File: src/rtl/sbc_pkg.sv
package sbc_pkg;

  typedef enum logic [1:0] {
    ACC_SUSPEND    = 2'd0,
    ACC_ADVANCE    = 2'd1,
    ACC_PROC_START = 2'd2,
    ACC_CTL_START  = 2'd3
  } acc_kind_e;

  // Low two address bits at a given burst step.
  function automatic logic [1:0] burst_offset(input logic [1:0] base,
                                              input logic [1:0] step,
                                              input logic       linear);
    return linear ? (base + step) : (base ^ step);
  endfunction

endpackage

File: src/rtl/sbc_decode.sv
module sbc_decode
  import sbc_pkg::*;
#(
  parameter int LANES = 4
) (
  input  logic             en_lo_n,
  input  logic             en_aux_n,
  input  logic             en_hi,
  input  logic             strb_proc_n,
  input  logic             strb_ctl_n,
  input  logic             adv_n,
  input  logic             wr_all_n,
  input  logic             wr_en_n,
  input  logic [LANES-1:0] lane_we_n,
  input  logic             sel_q,
  output acc_kind_e        kind,
  output logic             start,
  output logic             sel_next,
  output logic             wr_next,
  output logic [LANES-1:0] mask_next
);

  logic             sel_now;
  logic             wr_any;
  logic [LANES-1:0] mask_in;

  assign sel_now = !en_lo_n && !en_aux_n && en_hi;

  always_comb begin
    if (!strb_proc_n && !en_lo_n) kind = ACC_PROC_START;
    else if (!strb_ctl_n)         kind = ACC_CTL_START;
    else if (!adv_n)              kind = ACC_ADVANCE;
    else                          kind = ACC_SUSPEND;
  end

  assign start = (kind == ACC_PROC_START) || (kind == ACC_CTL_START);

  // Merged write decode: global write, or lane enable with any lane selected.
  always_comb begin
    if (!wr_all_n)     mask_in = '1;
    else if (!wr_en_n) mask_in = ~lane_we_n;
    else               mask_in = '0;
  end
  assign wr_any = |mask_in;

  assign sel_next  = start ? sel_now : sel_q;
  assign wr_next   = (kind != ACC_PROC_START) && sel_next && wr_any;
  assign mask_next = wr_next ? mask_in : '0;

endmodule

File: src/rtl/sbc_burst.sv
module sbc_burst
  import sbc_pkg::*;
#(
  parameter int AW = 6
) (
  input  logic          clk,
  input  logic          rst_n,
  input  logic          load,
  input  logic          advance,
  input  logic [AW-1:0] ext_addr,
  input  logic          mode_lin,
  output logic [AW-1:0] cur_addr
);

  logic [AW-1:0] base_q;
  logic [1:0]    step_q;

  always_ff @(posedge clk or negedge rst_n) begin
    if (!rst_n) begin
      base_q <= '0;
      step_q <= '0;
    end else if (load) begin
      base_q <= ext_addr;
      step_q <= '0;
    end else if (advance) begin
      step_q <= step_q + 2'd1;
    end
  end

  assign cur_addr = {base_q[AW-1:2], burst_offset(base_q[1:0], step_q, mode_lin)};

  a_r4_load_addr: assert property (@(posedge clk) disable iff (!rst_n)
    (load && $stable(mode_lin)) |=> (cur_addr == $past(ext_addr)));

  a_r5_advance_step: assert property (@(posedge clk) disable iff (!rst_n)
    (!load && advance) |=> (step_q == $past(step_q) + 2'd1));

  a_r6_suspend_hold: assert property (@(posedge clk) disable iff (!rst_n)
    (!load && !advance) |=> ($stable(cur_addr) || !$stable(mode_lin)));

  a_r7_upper_fixed: assert property (@(posedge clk) disable iff (!rst_n)
    !load |=> (cur_addr[AW-1:2] == $past(cur_addr[AW-1:2])));

endmodule

File: src/rtl/sbc_array.sv
module sbc_array #(
  parameter int AW     = 6,
  parameter int LANES  = 4,
  parameter int LANE_W = 9
) (
  input  logic                    clk,
  input  logic [LANES-1:0]        we,
  input  logic [AW-1:0]           waddr,
  input  logic [LANES*LANE_W-1:0] wdata,
  input  logic [AW-1:0]           raddr,
  output logic [LANES*LANE_W-1:0] rdata
);

  localparam int DEPTH = 1 << AW;

  for (genvar g = 0; g < LANES; g++) begin : g_lane
    logic [LANE_W-1:0] mem [DEPTH];

    always_ff @(posedge clk) begin
      if (we[g]) mem[waddr] <= wdata[g*LANE_W +: LANE_W];
    end

    assign rdata[g*LANE_W +: LANE_W] = mem[raddr];
  end

endmodule

File: src/rtl/burst_sram_ctrl.sv
module burst_sram_ctrl
  import sbc_pkg::*;
#(
  parameter int AW     = 6,
  parameter int LANES  = 4,
  parameter int LANE_W = 9
) (
  input  logic                    clk,
  input  logic                    rst_n,
  input  logic                    en_lo_n,
  input  logic                    en_aux_n,
  input  logic                    en_hi,
  input  logic                    strb_proc_n,
  input  logic                    strb_ctl_n,
  input  logic                    adv_n,
  input  logic [AW-1:0]           addr,
  input  logic                    wr_all_n,
  input  logic                    wr_en_n,
  input  logic [LANES-1:0]        lane_we_n,
  input  logic [LANES*LANE_W-1:0] wdata,
  input  logic                    oe_n,
  input  logic                    mode_lin,
  output logic [LANES*LANE_W-1:0] rdata,
  output logic                    rdata_oe
);

  localparam int DW = LANES * LANE_W;

  acc_kind_e        kind;
  logic             start;
  logic             sel_next;
  logic             wr_next;
  logic [LANES-1:0] mask_next;

  logic             sel_q;
  logic             wr_q;
  logic [LANES-1:0] mask_q;
  logic [DW-1:0]    wdata_q;
  logic [AW-1:0]    cur_addr;
  logic [DW-1:0]    arr_rd;
  logic             drive;

  sbc_decode #(.LANES(LANES)) u_decode (
    .en_lo_n    (en_lo_n),
    .en_aux_n   (en_aux_n),
    .en_hi      (en_hi),
    .strb_proc_n(strb_proc_n),
    .strb_ctl_n (strb_ctl_n),
    .adv_n      (adv_n),
    .wr_all_n   (wr_all_n),
    .wr_en_n    (wr_en_n),
    .lane_we_n  (lane_we_n),
    .sel_q      (sel_q),
    .kind       (kind),
    .start      (start),
    .sel_next   (sel_next),
    .wr_next    (wr_next),
    .mask_next  (mask_next)
  );

  sbc_burst #(.AW(AW)) u_burst (
    .clk     (clk),
    .rst_n   (rst_n),
    .load    (start),
    .advance (kind == ACC_ADVANCE),
    .ext_addr(addr),
    .mode_lin(mode_lin),
    .cur_addr(cur_addr)
  );

  always_ff @(posedge clk or negedge rst_n) begin
    if (!rst_n) begin
      sel_q   <= 1'b0;
      wr_q    <= 1'b0;
      mask_q  <= '0;
      wdata_q <= '0;
    end else begin
      sel_q   <= sel_next;
      wr_q    <= wr_next;
      mask_q  <= mask_next;
      wdata_q <= wdata;
    end
  end

  // Self-timed write lands on the edge after the cycle was registered.
  sbc_array #(.AW(AW), .LANES(LANES), .LANE_W(LANE_W)) u_array (
    .clk  (clk),
    .we   (mask_q),
    .waddr(cur_addr),
    .wdata(wdata_q),
    .raddr(cur_addr),
    .rdata(arr_rd)
  );

  assign drive    = sel_q && !wr_q && !oe_n;
  assign rdata_oe = drive;
  assign rdata    = drive ? arr_rd : '0;

  a_r1_desel_quiet: assert property (@(posedge clk) disable iff (!rst_n)
    (((!strb_proc_n && !en_lo_n) || !strb_ctl_n) && !(!en_lo_n && !en_aux_n && en_hi))
      |=> !rdata_oe);

  a_r1_no_write_desel: assert property (@(posedge clk) disable iff (!rst_n)
    !sel_q |-> (mask_q == '0));

  a_r3_proc_reads: assert property (@(posedge clk) disable iff (!rst_n)
    (!strb_proc_n && !en_lo_n) |=> (mask_q == '0));

  a_r13_write_quiet: assert property (@(posedge clk) disable iff (!rst_n)
    (mask_q != '0) |-> !rdata_oe);

  a_r10_oe_gate: assert property (@(posedge clk) disable iff (!rst_n)
    oe_n |-> (!rdata_oe && rdata == '0));

endmodule

File: config.mk
export PLATFORM = sky130hd
export DESIGN_NAME = burst_sram_ctrl
export DESIGN_NICKNAME = d
export VERILOG_FILES = /design/src/rtl/sbc_pkg.sv /design/src/rtl/sbc_decode.sv /design/src/rtl/sbc_burst.sv /design/src/rtl/sbc_array.sv /design/src/rtl/burst_sram_ctrl.sv
export SDC_FILE = /design/constraint.sdc
export NUM_CORES = 2
export LEC_CHECK = 0
export BUFFER_PORTS_ARGS = -buffer_cell sky130_fd_sc_hd__buf_2
export CORE_ASPECT_RATIO = 0.7
export CORE_MARGIN = 5
export CORE_UTILIZATION = 40
export CTS_CLUSTER_DIAMETER = 50
export DETAILED_ROUTE_END_ITERATION = 8
export GPL_TIMING_DRIVEN = 0
export PLACE_DENSITY_LB_ADDON = 0.25
export SYNTH_ARGS = -nofsm -noshare
export SYNTH_HDL_FRONTEND = slang
export SYNTH_SLANG_ARGS = --single-unit
File: constraint.sdc
create_clock -name clk -period 8.8 [get_ports clk]
set_clock_uncertainty 0.15 [all_clocks]
set_input_delay 1.76 -clock clk [delete_from_list [all_inputs] [get_ports clk]]
set_output_delay 1.76 -clock clk [all_outputs]
set_load 0.05 [all_outputs]
==> flow_summary.yaml <==
sta:
  final_hold_viol_count: 0
  clock.fmax_mhz: 113.1
  worst_pin_slew_ps: 1659
  finalSetupViolCount: 2
  post-route-period-util_pct: 100.5
  setup_ws_ps: -43.63
  setup_tns_ps: -52.37
  slew_headroom_pct: -10.61
  slew_violations: 153
  rsz0062_at_grt: "false"
  min_period_ps: 8844
placed_design:
  place_area_um2: 95840
  gp_congestion: 0.9947
  dp_hpwl_um: 219800
  portBuffers: 94
logic_synthesis:
  netlist_instances: 5406
  synthMuxAreaShare_pct: 8.599
  synth.distinct_cells: 44
  synthAdderAreaFrac_pct: 0.01383
  synth-simple-area-share_pct: 8.967
  synth_nets: 5465
  yosysSeqAreaShare_pct: 77.88
  synth_top_family_by_area: "simple AND/OR/NAND/NOR gates"
  synth_edf_count: 2304
  synth_xor_area_share_pct: 0.06364
  ys_seq_elements: 2354
  synth-compound-area-share_pct: 2.927
  ys.flop_type: "edfxtp_1"
  synthArstFlopShare_pct: 2.124
  syn_area_per_cell_um2: 16.73
  synth_area_um2: 90450
  ys_warn_count: 0
pwr:
  powerDensity_nw_per_um2: 246.0
  worst_ir_drop_vdd_mv: 0.2281
  leakage_nw: 32.46
global_routing:
  antenna_found_initial: 29
  grt_pass1_wl_um: 422800
  grt_max_degree: 65
  overflow: 0
  grt_pass1_vias: 50740
  globalRouteTotalUtil_pct: 26.00
clock_tree:
  clk_pin_slew_ps: 50
  postCtsSetupBuffers: 0
  cts_htree_levels: 4
  cts_sinks: 2354
  cts_buffers: 229
  cts_tree: "built"
  clock-root-buffer: "clkbuf_16"
  clk_latency_ps: 890
  clock_tree.buffer_depth: 4
job:
  cap_violations: 17
setup_path:
  crit_path_start_kind: "register"
  arrival_ps: 6930
  worstSetupPathType: "reg2out"
  endpoint_kind: "primary output"
  crit_required_ps: 6890
  cp_max_fo: 10
detailed_routing:
  antenna_left: 0
  drc_errors: 0
  vias: 55080
  viasPerCell: 6.110
  finalWirelength_um: 314900
  drtIter0Drc: 10020
  dr.pass1.iters: 8
  wl_per_cell_um: 34.93
floorplan:
  die_h_um: 407.8
  ios: 95
  fp.dieArea_um2: 235900
  rows: 146
  initial_utilization_pct: 40.09
  dieWidth_um: 578.4
  core-area_um2: 225600
worst_hold_path:
  min_path_type: "reg2reg"
run_status:
  failed_checks: "max-capacitance violations, max-slew violations, negative setup slack"
  status: "complete, but fails checks"
layout:
  fill_cells: 19410
  final_layout_size_suffix_gt1_share_pct: 17.75
  final_common_cell: "edfxtp_1"
  fin_area_um2: 103400
  area_delta_synth_final_pct: 14.33
  final_cell_mix: "2304 x edfxtp_1, 735 x nand2_1, 414 x nor2_1"
  fin_nets: 5842
## metrics by stage
| stage | instances | util, % | hold slack [ps] | total power [mW] | setup slack, ps |
|---|---|---|---|---|---|
| floorplan | 5406 | - | 334.9 | 14.09 | 2073 |
| global placement | 8534 | 41.98 | 348.5 | 15.51 | -1464 |
| detailed placement | 8584 | 42.48 | 351.1 | 15.57 | -791.8 |
| CTS | 8998 | 45.80 | 363.5 | 25.34 | 37.90 |
| global route | 9000 | 45.82 | 400.5 | 25.98 | 114.3 |
| finish | 9014 | 45.83 | 362.7 | 25.43 | -43.63 |
## per-layer routing
| layer | global-route usage (%) | part of all wire [%] | vias to the layer above |
|---|---|---|---|
| met2 | 35.35 | 41 | 4039 |
| met3 | 9.803 | 15 | 627 |
| met1 | 38.66 | 41 | 28560 |
| met5 | 0 | 0.021 | - |
| met4 | 7.905 | 3.7 | 10 |
| li1 | - | - | 21840 |
## cell usage after synthesis (3+ instances only)
library cell | n | share of area [%]
mux2i_1 | 12 | 0.13
or3_1 | 3 | 0.021
buf_2 | 97 | 0.54
o22ai_1 | 137 | 0.95
mux2_2 | 134 | 1.7
nand3_1 | 375 | 2.1
or4_1 | 4 | 0.033
clkbuf_1 | 208 | 0.86
nand2_1 | 735 | 3.1
nand4_1 | 69 | 0.48
nor4_1 | 66 | 0.46
nor3_1 | 133 | 0.74
a211oi_1 | 3 | 0.025
mux4_2 | 273 | 6.8
o211ai_1 | 3 | 0.025
o32ai_1 | 3 | 0.029
buf_1 | 26 | 0.11
edfxtp_1 | 2304 | 76
dfrtp_1 | 50 | 1.4
o21a_1 | 4 | 0.033
and3_1 | 32 | 0.22
o221ai_1 | 65 | 0.63
o21ai_0 | 134 | 0.74
a21oi_1 | 72 | 0.40
and2_1 | 6 | 0.042
inv_1 | 3 | 0.012
nor2b_1 | 12 | 0.083
nor2_1 | 423 | 1.8
## where the power goes
group	leakage (nW)	total (mW)	switching, mW	internal (mW)
logic	7.57	3.07	2.25	0.819
registers	21.3	12.4	0.0625	12.3
clock network	3.63	9.98	4.37	5.61
total	32.5	25.4	6.69	18.7
## layout make-up
type | count | area [um2] | area share [%]
Inverter | 3 | 11.26 | 0.01089
Timing Repair Buffer | 146 | 1443 | 1.395
Sequential cell | 2354 | 70510 | 68.19
Antenna cell | 14 | 35.03 | 0.03388
Tap cell | 3034 | 3796 | 3.671
Clock inverter | 148 | 1460 | 1.412
Buffer | 334 | 1414 | 1.367
Clock buffer | 266 | 5954 | 5.758
Multi-Input combinational cell | 2715 | 18780 | 18.16
## logic make-up (layout without fill, tap and decap cells)
family,count (synthesis),after routing
flops,2354,2354
buf+inv,337,897
simple gates,1860,1860
fa+ha+maj,1,1
mux,419,419
xor+xnor,4,4
compound gates,431,431
other cells,0,14
## path summary, 6_finish.rpt
check,startpoint,cells after the start,endpoint,slack [ps]
worst max-delay path,u_burst.step_q[0],12,rdata[31],-40
worst min-delay path,u_burst.base_q[0],1,u_burst.base_q[0],360
worst max register to register,u_burst.step_q[0],10,u_array.g_lane[0].mem[47][4],1800
worst min register to register,u_burst.base_q[0],1,u_burst.base_q[0],360
max in group asynchronous,rst_n,1,wdata_q[33],7060
min in group asynchronous,rst_n,1,wdata_q[15],820
## critical path, stage by stage, from the launching register on
cell      delay, ps
dfrtp_1         400
ha_1            280
buf_2           200
buf_2           560
buf_2           560
buf_2           730
nor2_1          530
clkbuf_1        500
nand3_1         210
nand3_1         210
nor4_2          870
and3_1          580
buf_2           380
## sequential cells by signal, summed over array words and instances, names as in the netlist
signal / cells
mask_q: 4
wr_q: 1
u_array.g_lane.mem: 2304
sel_q: 1
u_burst.step_q: 2
u_burst.base_q: 6
wdata_q: 36
## what timing repair did
action                                  4_1_cts  5_1_grt
hold buffers                                  0        0
endpoints found under the setup margin       18        5
gates resized for setup                      12        3
Note: power is estimated with default switching activity, not from simulation.
